[config.mk]
export PLATFORM = sky130hd
export DESIGN_NAME = dfm_store
export DESIGN_NICKNAME = d
export VERILOG_FILES = /design/src/rtl/dfm_pkg.sv /design/src/rtl/dfm_alu.sv /design/src/rtl/dfm_tpl_store.sv /design/src/rtl/dfm_emit.sv /design/src/rtl/dfm_store.sv
export SDC_FILE = /design/constraint.sdc
export NUM_CORES = 1
export LEC_CHECK = 0
export ABC_AREA = 1
export BUFFER_PORTS_ARGS = -buffer_cell sky130_fd_sc_hd__buf_2
export CAP_MARGIN = 20
export CORE_AREA = 2 2 194 196
export DETAILED_ROUTE_END_ITERATION = 8
export DIE_AREA = 0 0 196 198
export GPL_TIMING_DRIVEN = 1
export PLACE_DENSITY_LB_ADDON = 0.3
export SYNTH_ARGS = -nofsm -noshare
export SYNTH_HDL_FRONTEND = slang
export SYNTH_SLANG_ARGS = --single-unit
[constraint.sdc]
create_clock -name clk -period 13.49 [get_ports clk]
set_input_delay 0.6745 -clock clk [delete_from_list [all_inputs] [get_ports clk]]
set_output_delay 0.6745 -clock clk [all_outputs]
set_load 0.03 [all_outputs]
[src/rtl/dfm_pkg.sv]
package dfm_pkg;

    typedef enum logic [2:0] {
        OP_ADD  = 3'd0,
        OP_SUB  = 3'd1,
        OP_MUL  = 3'd2,
        OP_AND  = 3'd3,
        OP_OR   = 3'd4,
        OP_XOR  = 3'd5,
        OP_PASS = 3'd6,
        OP_NEG  = 3'd7
    } op_e;

    localparam logic PORT_L = 1'b0;
    localparam logic PORT_R = 1'b1;

    function automatic logic op_is_unary(op_e op);
        return op[2:1] == 2'b11;
    endfunction

endpackage

[src/rtl/dfm_alu.sv]
module dfm_alu
    import dfm_pkg::*;
#(
    parameter int DW = 16
) (
    input  op_e           op,
    input  logic [DW-1:0] a,
    input  logic [DW-1:0] b,
    output logic [DW-1:0] y
);
    always_comb begin
        unique case (op)
            OP_ADD:  y = a + b;
            OP_SUB:  y = a - b;
            OP_MUL:  y = a * b;
            OP_AND:  y = a & b;
            OP_OR:   y = a | b;
            OP_XOR:  y = a ^ b;
            OP_PASS: y = a;
            OP_NEG:  y = -a;
            default: y = '0;
        endcase
    end
endmodule

[src/rtl/dfm_tpl_store.sv]
module dfm_tpl_store
    import dfm_pkg::*;
#(
    parameter int N   = 8,
    parameter int DW  = 16,
    parameter int IW  = 3,
    localparam int DCW = IW + 2
) (
    input  logic                 clk,
    input  logic                 rst,
    input  logic                 ld_en,
    input  logic [IW-1:0]        ld_idx,
    input  op_e                  ld_op,
    input  logic [1:0][DCW-1:0]  ld_dst,
    input  logic                 wr_en,
    input  logic [IW-1:0]        wr_idx,
    input  logic                 wr_port,
    input  logic [DW-1:0]        wr_val,
    input  logic                 clr_en,
    input  logic [IW-1:0]        clr_idx,
    input  logic [IW-1:0]        rd_idx,
    output op_e                  rd_op,
    output logic [1:0][DCW-1:0]  rd_dst,
    output logic                 rd_pres_l,
    output logic                 rd_pres_r,
    output logic [DW-1:0]        rd_val_l,
    output logic [DW-1:0]        rd_val_r
);
    op_e                 op_q    [N];
    logic [1:0][DCW-1:0] dst_q   [N];
    logic                pres_lq [N];
    logic                pres_rq [N];
    logic [DW-1:0]       val_lq  [N];
    logic [DW-1:0]       val_rq  [N];

    for (genvar i = 0; i < N; i++) begin : g_entry
        logic hit_ld, hit_wr, hit_clr;
        assign hit_ld  = ld_en  && (ld_idx  == IW'(i));
        assign hit_wr  = wr_en  && (wr_idx  == IW'(i));
        assign hit_clr = clr_en && (clr_idx == IW'(i));

        always_ff @(posedge clk) begin
            if (rst) begin
                op_q[i]    <= OP_ADD;
                dst_q[i]   <= '0;
                pres_lq[i] <= 1'b0;
                pres_rq[i] <= 1'b0;
            end else if (hit_ld) begin
                op_q[i]    <= ld_op;
                dst_q[i]   <= ld_dst;
                pres_lq[i] <= 1'b0;
                pres_rq[i] <= 1'b0;
            end else if (hit_clr) begin
                pres_lq[i] <= 1'b0;
                pres_rq[i] <= 1'b0;
            end else if (hit_wr) begin
                if (wr_port == PORT_R) pres_rq[i] <= 1'b1;
                else                   pres_lq[i] <= 1'b1;
            end
        end

        always_ff @(posedge clk) begin
            if (hit_wr && wr_port == PORT_L) val_lq[i] <= wr_val;
            if (hit_wr && wr_port == PORT_R) val_rq[i] <= wr_val;
        end
    end

    assign rd_op     = op_q[rd_idx];
    assign rd_dst    = dst_q[rd_idx];
    assign rd_pres_l = pres_lq[rd_idx];
    assign rd_pres_r = pres_rq[rd_idx];
    assign rd_val_l  = val_lq[rd_idx];
    assign rd_val_r  = val_rq[rd_idx];
endmodule

[src/rtl/dfm_emit.sv]
module dfm_emit #(
    parameter int DW  = 16,
    parameter int IW  = 3,
    localparam int DCW = IW + 2
) (
    input  logic                clk,
    input  logic                rst,
    input  logic                load_en,
    input  logic [DW-1:0]       res_val,
    input  logic [1:0][DCW-1:0] dst_cfg,
    input  logic                out_ready,
    output logic                out_valid,
    output logic [IW-1:0]       out_index,
    output logic                out_port,
    output logic [DW-1:0]       out_value,
    output logic                free
);
    localparam int EN_BIT   = DCW - 1;
    localparam int PORT_BIT = IW;

    logic [1:0]           pend_q;
    logic [DW-1:0]        val_q;
    logic [1:0][DCW-1:0]  dst_q;
    logic                 sel;

    assign sel       = ~pend_q[0];
    assign out_valid = |pend_q;
    assign out_index = dst_q[sel][IW-1:0];
    assign out_port  = dst_q[sel][PORT_BIT];
    assign out_value = val_q;
    assign free      = (pend_q != 2'b11) && ((pend_q == 2'b00) || out_ready);

    always_ff @(posedge clk) begin
        if (rst) begin
            pend_q <= 2'b00;
        end else if (load_en) begin
            pend_q <= {dst_cfg[1][EN_BIT], dst_cfg[0][EN_BIT]};
        end else if (out_valid && out_ready) begin
            pend_q[sel] <= 1'b0;
        end
    end

    always_ff @(posedge clk) begin
        if (load_en) begin
            val_q <= res_val;
            dst_q <= dst_cfg;
        end
    end
endmodule

[src/rtl/dfm_store.sv]
module dfm_store
    import dfm_pkg::*;
#(
    parameter int  N_TPL = 8,
    parameter int  DW    = 16,
    localparam int IW    = (N_TPL > 1) ? $clog2(N_TPL) : 1
) (
    input  logic          clk,
    input  logic          rst,
    input  logic          ld_valid,
    input  logic [IW-1:0] ld_index,
    input  logic [2:0]    ld_opcode,
    input  logic          ld_d0_en,
    input  logic [IW-1:0] ld_d0_index,
    input  logic          ld_d0_port,
    input  logic          ld_d1_en,
    input  logic [IW-1:0] ld_d1_index,
    input  logic          ld_d1_port,
    input  logic          tk_valid,
    output logic          tk_ready,
    input  logic [IW-1:0] tk_index,
    input  logic          tk_port,
    input  logic [DW-1:0] tk_value,
    output logic          out_valid,
    input  logic          out_ready,
    output logic [IW-1:0] out_index,
    output logic          out_port,
    output logic [DW-1:0] out_value,
    output logic          fire_valid,
    output logic [2:0]    fire_opcode,
    output logic [DW-1:0] fire_left,
    output logic [DW-1:0] fire_right
);
    localparam int DCW = IW + 2;

    logic [1:0][DCW-1:0] ld_dst;
    op_e                 cur_op;
    logic [1:0][DCW-1:0] cur_dst;
    logic                pres_l, pres_r;
    logic [DW-1:0]       sval_l, sval_r;
    logic                unary, completes, drop, occupied;
    logic                accept, fire, wr_en, emit_free;
    logic [DW-1:0]       opnd_l, opnd_r, alu_y;

    assign ld_dst[0] = {ld_d0_en, ld_d0_port, ld_d0_index};
    assign ld_dst[1] = {ld_d1_en, ld_d1_port, ld_d1_index};

    dfm_tpl_store #(.N(N_TPL), .DW(DW), .IW(IW)) u_store (
        .clk       (clk),
        .rst       (rst),
        .ld_en     (ld_valid),
        .ld_idx    (ld_index),
        .ld_op     (op_e'(ld_opcode)),
        .ld_dst    (ld_dst),
        .wr_en     (wr_en),
        .wr_idx    (tk_index),
        .wr_port   (tk_port),
        .wr_val    (tk_value),
        .clr_en    (fire),
        .clr_idx   (tk_index),
        .rd_idx    (tk_index),
        .rd_op     (cur_op),
        .rd_dst    (cur_dst),
        .rd_pres_l (pres_l),
        .rd_pres_r (pres_r),
        .rd_val_l  (sval_l),
        .rd_val_r  (sval_r)
    );

    // Matching decision for the token at the input.
    always_comb begin
        unary     = op_is_unary(cur_op);
        drop      = (tk_port == PORT_R) && unary;
        occupied  = (tk_port == PORT_R) ? pres_r : pres_l;
        completes = (tk_port == PORT_L) ? (unary || pres_r) : (!unary && pres_l);
        tk_ready  = !ld_valid &&
                    (drop || (!occupied && (!completes || emit_free)));
        accept    = tk_valid && tk_ready;
        fire      = accept && completes && !drop;
        wr_en     = accept && !completes && !drop;
        opnd_l    = (tk_port == PORT_L) ? tk_value : sval_l;
        opnd_r    = unary ? '0 : ((tk_port == PORT_R) ? tk_value : sval_r);
    end

    dfm_alu #(.DW(DW)) u_alu (
        .op (cur_op),
        .a  (opnd_l),
        .b  (opnd_r),
        .y  (alu_y)
    );

    dfm_emit #(.DW(DW), .IW(IW)) u_emit (
        .clk       (clk),
        .rst       (rst),
        .load_en   (fire),
        .res_val   (alu_y),
        .dst_cfg   (cur_dst),
        .out_ready (out_ready),
        .out_valid (out_valid),
        .out_index (out_index),
        .out_port  (out_port),
        .out_value (out_value),
        .free      (emit_free)
    );

    always_ff @(posedge clk) begin
        if (rst) begin
            fire_valid <= 1'b0;
        end else begin
            fire_valid <= fire;
        end
    end

    always_ff @(posedge clk) begin
        if (fire) begin
            fire_opcode <= cur_op;
            fire_left   <= opnd_l;
            fire_right  <= opnd_r;
        end
    end
endmodule

==> metrics, run 1 <==
Seq pwr share=34.2%; Mean Syn Cell Area=9.661 sq um; setup TNS=0 ns; Slowest Stage Delay on Critical Path=0.72 ns; IO Pins=99; Clock Path Buffers=3; area grow syn2layout=8.571%; chip height=198 um; syn nets=2768; number of synthesized flops with an enable pin=435; CP Capture Type=flop; Peak Freq=0.1116 GHz; final setup violation count=0; Crit path max-delay family=adder cells; hpwl dp=45.83 mm; gr ovfl total=0; clock network fraction of design power=25.8%; RePlAce Congestion=1.010; worst-margin pin slew=1.057 ns; Slew headroom=29.47%; min Tclk post-route=8.961 ns; switching pwr=1.734 mW; CP required=13.83 ns; design area=26740 sq um; Initial Util=66.64%; Diodes inserted=0; die width=196 um; clock sinks=438; RSZ-0062 raised after global routing=no; # DRC=0; CTS buffer count=44; post-synthesis sequential area ratio=53.29%; routed vias=19330; post-synth cell types=53; Static Leak=11.58 nW; Worst Path Buf+Inv=10; Final Cycle Share=66.43%; Final Max Slew Viols=0; pwr dens=170.6 nW/um^2; clk root buf=clkbuf_16; Post-DP Area=25380 sq um; Worst Path Max Fanout=40; CTS Hold Bufs=0; # Max-Cap Violations=0; post-CTS sizing=0; asr flop ratio synth=0%; 1st-iter DRT viols=2220; Netlist Area Pre-Place=24630 sq um; hold crit path type=in -> reg; number of global-route vias before repair=18960; number of antenna violations at the first check in global routing=0; clock latency on the worst-skew pair=0.62 ns; Worst Hold Slack=0.4079 ns; via/cell ratio=6.185; Switching Share=38.00%; # rows=71; area of the multi-input gates=9809 sq um; type of origin of the critical path=input pin; die area=38810 sq um; Detail Route Antenna Nets=0; Slowest cell on crit path=inv_2; clk_skew=0.04671 ns; H-tree depth=2; WL/cell=22.60 um; port bufs=98; pin count of the biggest net entering global routing=65; FF+latch count, synth=438; Reg2Reg Setup Slack=5.70 ns; Tot GR Track Use=37.25%; global-route wire length before repair=107.6 mm; fill cell count=2661; TritonRoute pass-1 iters=8; final hold viol count=0; run status=finished clean; kind of critical path=in -> reg; Worst VDD drop=196.9 uV; CTS tree=built; Comb power frac=40.1%; post-CTS setup buffers=0; ys flop type=edfxtp_1; final wirelength=70.64 mm; Clock Pin Slew Worst Setup and Hold Paths=0.06 ns; core area=36960 sq um; Seq. cell area=13120 sq um; synthesis warning total=0; Total Nets Final=2836; arrival time worst endpoint=9.30 ns; Int Power=2.828 mW; share of cells above drive strength 1=9.430%; Post-Synthesis Cells=2549
worst reg2reg max path, delay by kind of cell (launching register included):
family,cells,cell delay [ns]
xor+xnor,1,0.31
fa+ha+maj,8,3.57
flops,1,0.34
compound gates,4,0.64
buf+inv,7,0.79
simple gates,13,1.86
registers in the layout, summed over array words and instances, names as in the netlist:
| name | flops |
|---|---|
| fire_left | 16 |
| fire_opcode | 3 |
| fire_right | 16 |
| fire_valid | 1 |
| u_emit.dst_q | 8 |
| u_emit.out_value | 16 |
| u_emit.pend_q | 2 |
| u_store.dst_q | 80 |
| u_store.op_q | 24 |
| u_store.pres_lq | 8 |
| u_store.pres_rq | 8 |
| u_store.val_lq | 128 |
| u_store.val_rq | 128 |
metrics by stage:
stage | util, % | power (mW) | cells | setup WS [ns]
2_1_floorplan | - | 2.871 | 2549 | 6.932
3_3_place_gp | 68.65 | 3.303 | 3044 | 4.253
3_5_place_dp | 68.67 | 3.348 | 3045 | 4.112
4_1_cts | 72.35 | 4.515 | 3125 | 4.741
5_1_grt | 72.35 | 4.845 | 3125 | 4.144
6_report | 72.35 | 4.562 | 3125 | 4.529
cells in the mapped netlist (4+ instances only):
master	number	area, sq um
a221oi_1	6	52.55
nand3b_1	11	82.58
buf_2	40	200.2
a31oi_1	14	87.58
o21ai_0	26	130.1
nor2_1	307	1152
nand2_1	701	2631
edfxtp_1	435	13060
inv_2	14	52.55
a21oi_1	75	375.4
nand4_1	44	275.3
buf_6	5	56.30
ha_1	97	1214
o31ai_1	5	37.54
inv_1	297	1115
nand3_1	150	750.7
o22ai_1	13	81.33
nand2_2	13	81.33
a211oi_1	6	45.04
a21o_1	5	37.54
buf_1	12	45.04
nand3_2	12	120.1
clkinv_1	6	22.52
fa_1	81	1622
xor2_1	27	236.5
o21ai_1	5	25.02
or2_2	14	87.58
o2111ai_1	7	61.31
nor3_1	8	40.04
nand2_4	4	45.04
clkbuf_1	28	105.1
buf_4	11	82.58
a22oi_1	31	232.7
o211ai_1	5	37.54
cell families (layout without fill, tap and decap cells):
family                   Yosys count  in the layout  share of synthesized area, %
flip-flops                       438            438                         53.29
AND/OR/NAND/NOR                 1275           1275                         21.78
adder cells (fa/ha/maj)          178            178                         11.51
AO/OA/AOI/OAI                    212            212                         5.421
XOR/XNOR                          30             30                         1.067
buffers and inverters            416            518                         6.930
cell type report:
cell class | instances | area share (%)
flip-flops and latches | 438 | 49.08
multi-input cells | 1695 | 36.69
clock buffers | 61 | 4.432
inverters | 319 | 4.497
repair buffers | 119 | 2.424
well taps | 474 | 2.218
clock inverters | 19 | 0.6598
layout by cell type (no fill, tap or decap), types with 6 or more instances in the layout:
master	count
inv_2	14
or2_2	14
nor2_1	306
a21oi_1	75
fa_1	81
nand3_1	150
nand3_2	12
nand4_1	44
a221oi_1	6
edfxtp_1	435
xor2_1	27
inv_1	297
clkbuf_1	15
o2111ai_1	7
o22ai_1	13
ha_1	97
nand2_1	701
nand2_2	13
buf_4	21
a211oi_1	6
a31oi_1	14
buf_2	98
clkinv_2	7
a22oi_1	31
nor3_1	8
clkinv_1	13
nand3b_1	11
clkbuf_16	44
o21ai_0	26
path summary, 6_finish.rpt:
| check | cells after the start | startpoint | end |
|---|---|---|---|
| setup reg to reg | 33 | u_store.op_q[7][1] | u_emit.out_value[13] |
| hold / removal | 3 | out_ready | u_emit.pend_q[1] |
| hold reg to reg | 2 | u_emit.pend_q[1] | u_emit.pend_q[1] |
| setup / recovery | 35 | tk_index[1] | u_emit.out_value[13] |
power groups by stage:
stage,logic (mW),clock network [mW],registers [mW]
finish,1.83,1.17,1.56
global route,2.05,1.23,1.56
CTS,1.78,1.18,1.56
detailed placement,1.76,0,1.59
global placement,1.72,0,1.58
floorplan,1.27,0,1.60
routing by layer:
layer,track usage (%),vias to the layer above,part of all wire (%)
met3,8.976,255,12
met1,48.71,9167,37
met4,17.03,0,4.8
met2,59.64,1332,46
met5,0,-,0
li1,-,8575,-
No activity file was read; power rests on OpenSTA's default activity.
==> run 2, diff against run 1 <==
--- a/config.mk
+++ b/config.mk
@@ -8,9 +8,9 @@
 export ABC_AREA = 1
 export BUFFER_PORTS_ARGS = -buffer_cell sky130_fd_sc_hd__buf_2
 export CAP_MARGIN = 20
-export CORE_AREA = 2 2 194 196
+export CORE_AREA = 2 2 211 213
 export DETAILED_ROUTE_END_ITERATION = 8
-export DIE_AREA = 0 0 196 198
+export DIE_AREA = 0 0 213 215
 export GPL_TIMING_DRIVEN = 1
 export PLACE_DENSITY_LB_ADDON = 0.3
 export SYNTH_ARGS = -nofsm -noshare
==> constraint.sdc (replaced) <==
create_clock -name clk -period 7.4 [get_ports clk]
set_input_delay 0.37 -clock clk [delete_from_list [all_inputs] [get_ports clk]]
set_output_delay 0.37 -clock clk [all_outputs]
set_load 0.03 [all_outputs]
==> metrics, run 2 (synthesized netlist as in run 1, its figures left out) <==
final setup violation count=0; clk root buf=clkbuf_16; final hold viol count=0; run status=finished clean; Switching Share=37.71%; post-CTS setup buffers=0; clock latency on the worst-skew pair=0.60 ns; IO Pins=99; Final Max Slew Viols=0; via/cell ratio=5.846; RePlAce Congestion=0.9828; min Tclk post-route=6.698 ns; switching pwr=3.138 mW; Final Power=8.322 mW; Comb power frac=40.1%; Worst Path Max Fanout=36; hpwl dp=49.46 mm; kind of critical path=reg -> reg; Clock Pin Slew Worst Setup and Hold Paths=0.06 ns; gr ovfl total=0; Tot GR Track Use=33.16%; die width=213 um; # rows=77; Total Nets Final=2889; area grow syn2layout=11.14%; Static Leak=11.85 nW; RSZ-0062 raised after global routing=no; pwr dens=304.1 nW/um^2; Int Power=5.184 mW; Slew headroom=29.36%; CTS tree=built; hold crit path type=in -> reg; port bufs=98; die area=45800 sq um; final wirelength=74.09 mm; Seq pwr share=34.1%; worst-margin pin slew=1.058 ns; most frequent cells in the layout=nand2_1 (701), edfxtp_1 (435), nor2_1 (306); # Max-Cap Violations=0; WL/cell=22.48 um; number of global-route vias before repair=18900; Worst VDD drop=312.4 uV; leading cell type in the layout, fill and taps excluded=nand2_1; 1st-iter DRT viols=2123; Slowest Stage Delay on Critical Path=0.52 ns; post-CTS sizing=0; type of origin of the critical path=flop; global-route wire length before repair=112.6 mm; arrival time worst endpoint=7.05 ns; routed vias=19270; setup TNS=0 ns; clk_skew=0.02366 ns; core area=43640 sq um; Slowest cell on crit path=fa_1; clock sinks=438; H-tree depth=2; Clock Path Buffers=3; CTS buffer count=45; # DRC=0; CP dominant cell by count=nand2_1; CP required=7.75 ns; largest registers=u_store.val_lq: 128 flops, u_store.val_rq: 128 flops, u_store.dst_q: 80 flops; TritonRoute pass-1 iters=6; Peak Freq=0.1493 GHz; Final Cycle Share=90.51%; fill cell count=3561; chip height=215 um; CP Capture Type=flop; CTS Hold Bufs=0; pin count of the biggest net entering global routing=66; Detail Route Antenna Nets=0; number of antenna violations at the first check in global routing=1; share of cells above drive strength 1=11.14%; clock network fraction of design power=25.8%; Initial Util=56.43%
run 2: cell types whose count changed in the layout (fill, tap and decap cells not counted):
cell / delta
buf_4: +44
buf_12: +7
clkinv_2: -3
clkinv_1: +2
buf_6: +1
bufinv_16: -1
clkbuf_16: +1
clkinvlp_4: +1
diode_2: +1
inv_1: -1
inv_6: +1
run 2: metrics by stage:
step	worst slack, ns	instance area [sq um]	util (%)	instances	hold WS (ns)
after floorplan	1.147	24630	-	2549	0.4689
after global placement	0.3664	25990	59.54	3213	0.5133
after detailed placement	0.2695	26000	59.57	3214	0.5520
after CTS	0.8227	27360	62.69	3294	0.08390
after global routing	0.3421	27370	62.71	3296	0.09422
final	0.7021	27370	62.71	3296	0.09664
run 2: final timing paths:
path	from	end	cells past startpoint	slack, ns
hold reg to reg	u_emit.pend_q[1]	u_emit.pend_q[1]	2	0.56
setup / recovery	u_store.op_q[7][1]	u_emit.out_value[15]	31	0.70
hold / removal	out_ready	u_emit.pend_q[1]	3	0.1
setup reg to reg	u_store.op_q[7][1]	u_emit.out_value[15]	31	0.70
run 2: worst max-delay path, delay by kind of cell, from the launching register on:
| family | cells | cell delay (ns) |
|---|---|---|
| and+or+nand+nor | 15 | 1.31 |
| buffers and inverters | 7 | 0.89 |
| AOI/OAI and AO/OA | 2 | 0.55 |
| DFF | 1 | 0.37 |
| adders and majority gates | 7 | 3.31 |
run 2: final cells by class:
class	instances	area (sq um)	share of cell area (%)
clock inverter	18	151.4	0.5532
sequential	438	13120	47.95
clock buffer	62	1210	4.421
tap	592	740.7	2.706
timing repair buffer	171	1130	4.128
multi-input combinational	1695	9809	35.84
antenna	1	2.502	0.009143
inverter	319	1202	4.393
run 2: layer usage:
layer	up-vias	GRT usage [%]	share of wire [%]
met2	1100	51.75	46
li1	8673	-	-
met4	0	16.41	5.0
met5	-	0	0
met1	9278	45.19	39
met3	217	5.480	10
run 2: power groups by stage:
stage	clock [mW]	combinational, mW	sequential, mW
global route	2.26	3.75	2.84
CTS	2.15	3.28	2.84
detailed placement	0	3.25	2.89
floorplan	0	2.32	2.91
finish	2.15	3.34	2.84
global placement	0	3.19	2.89
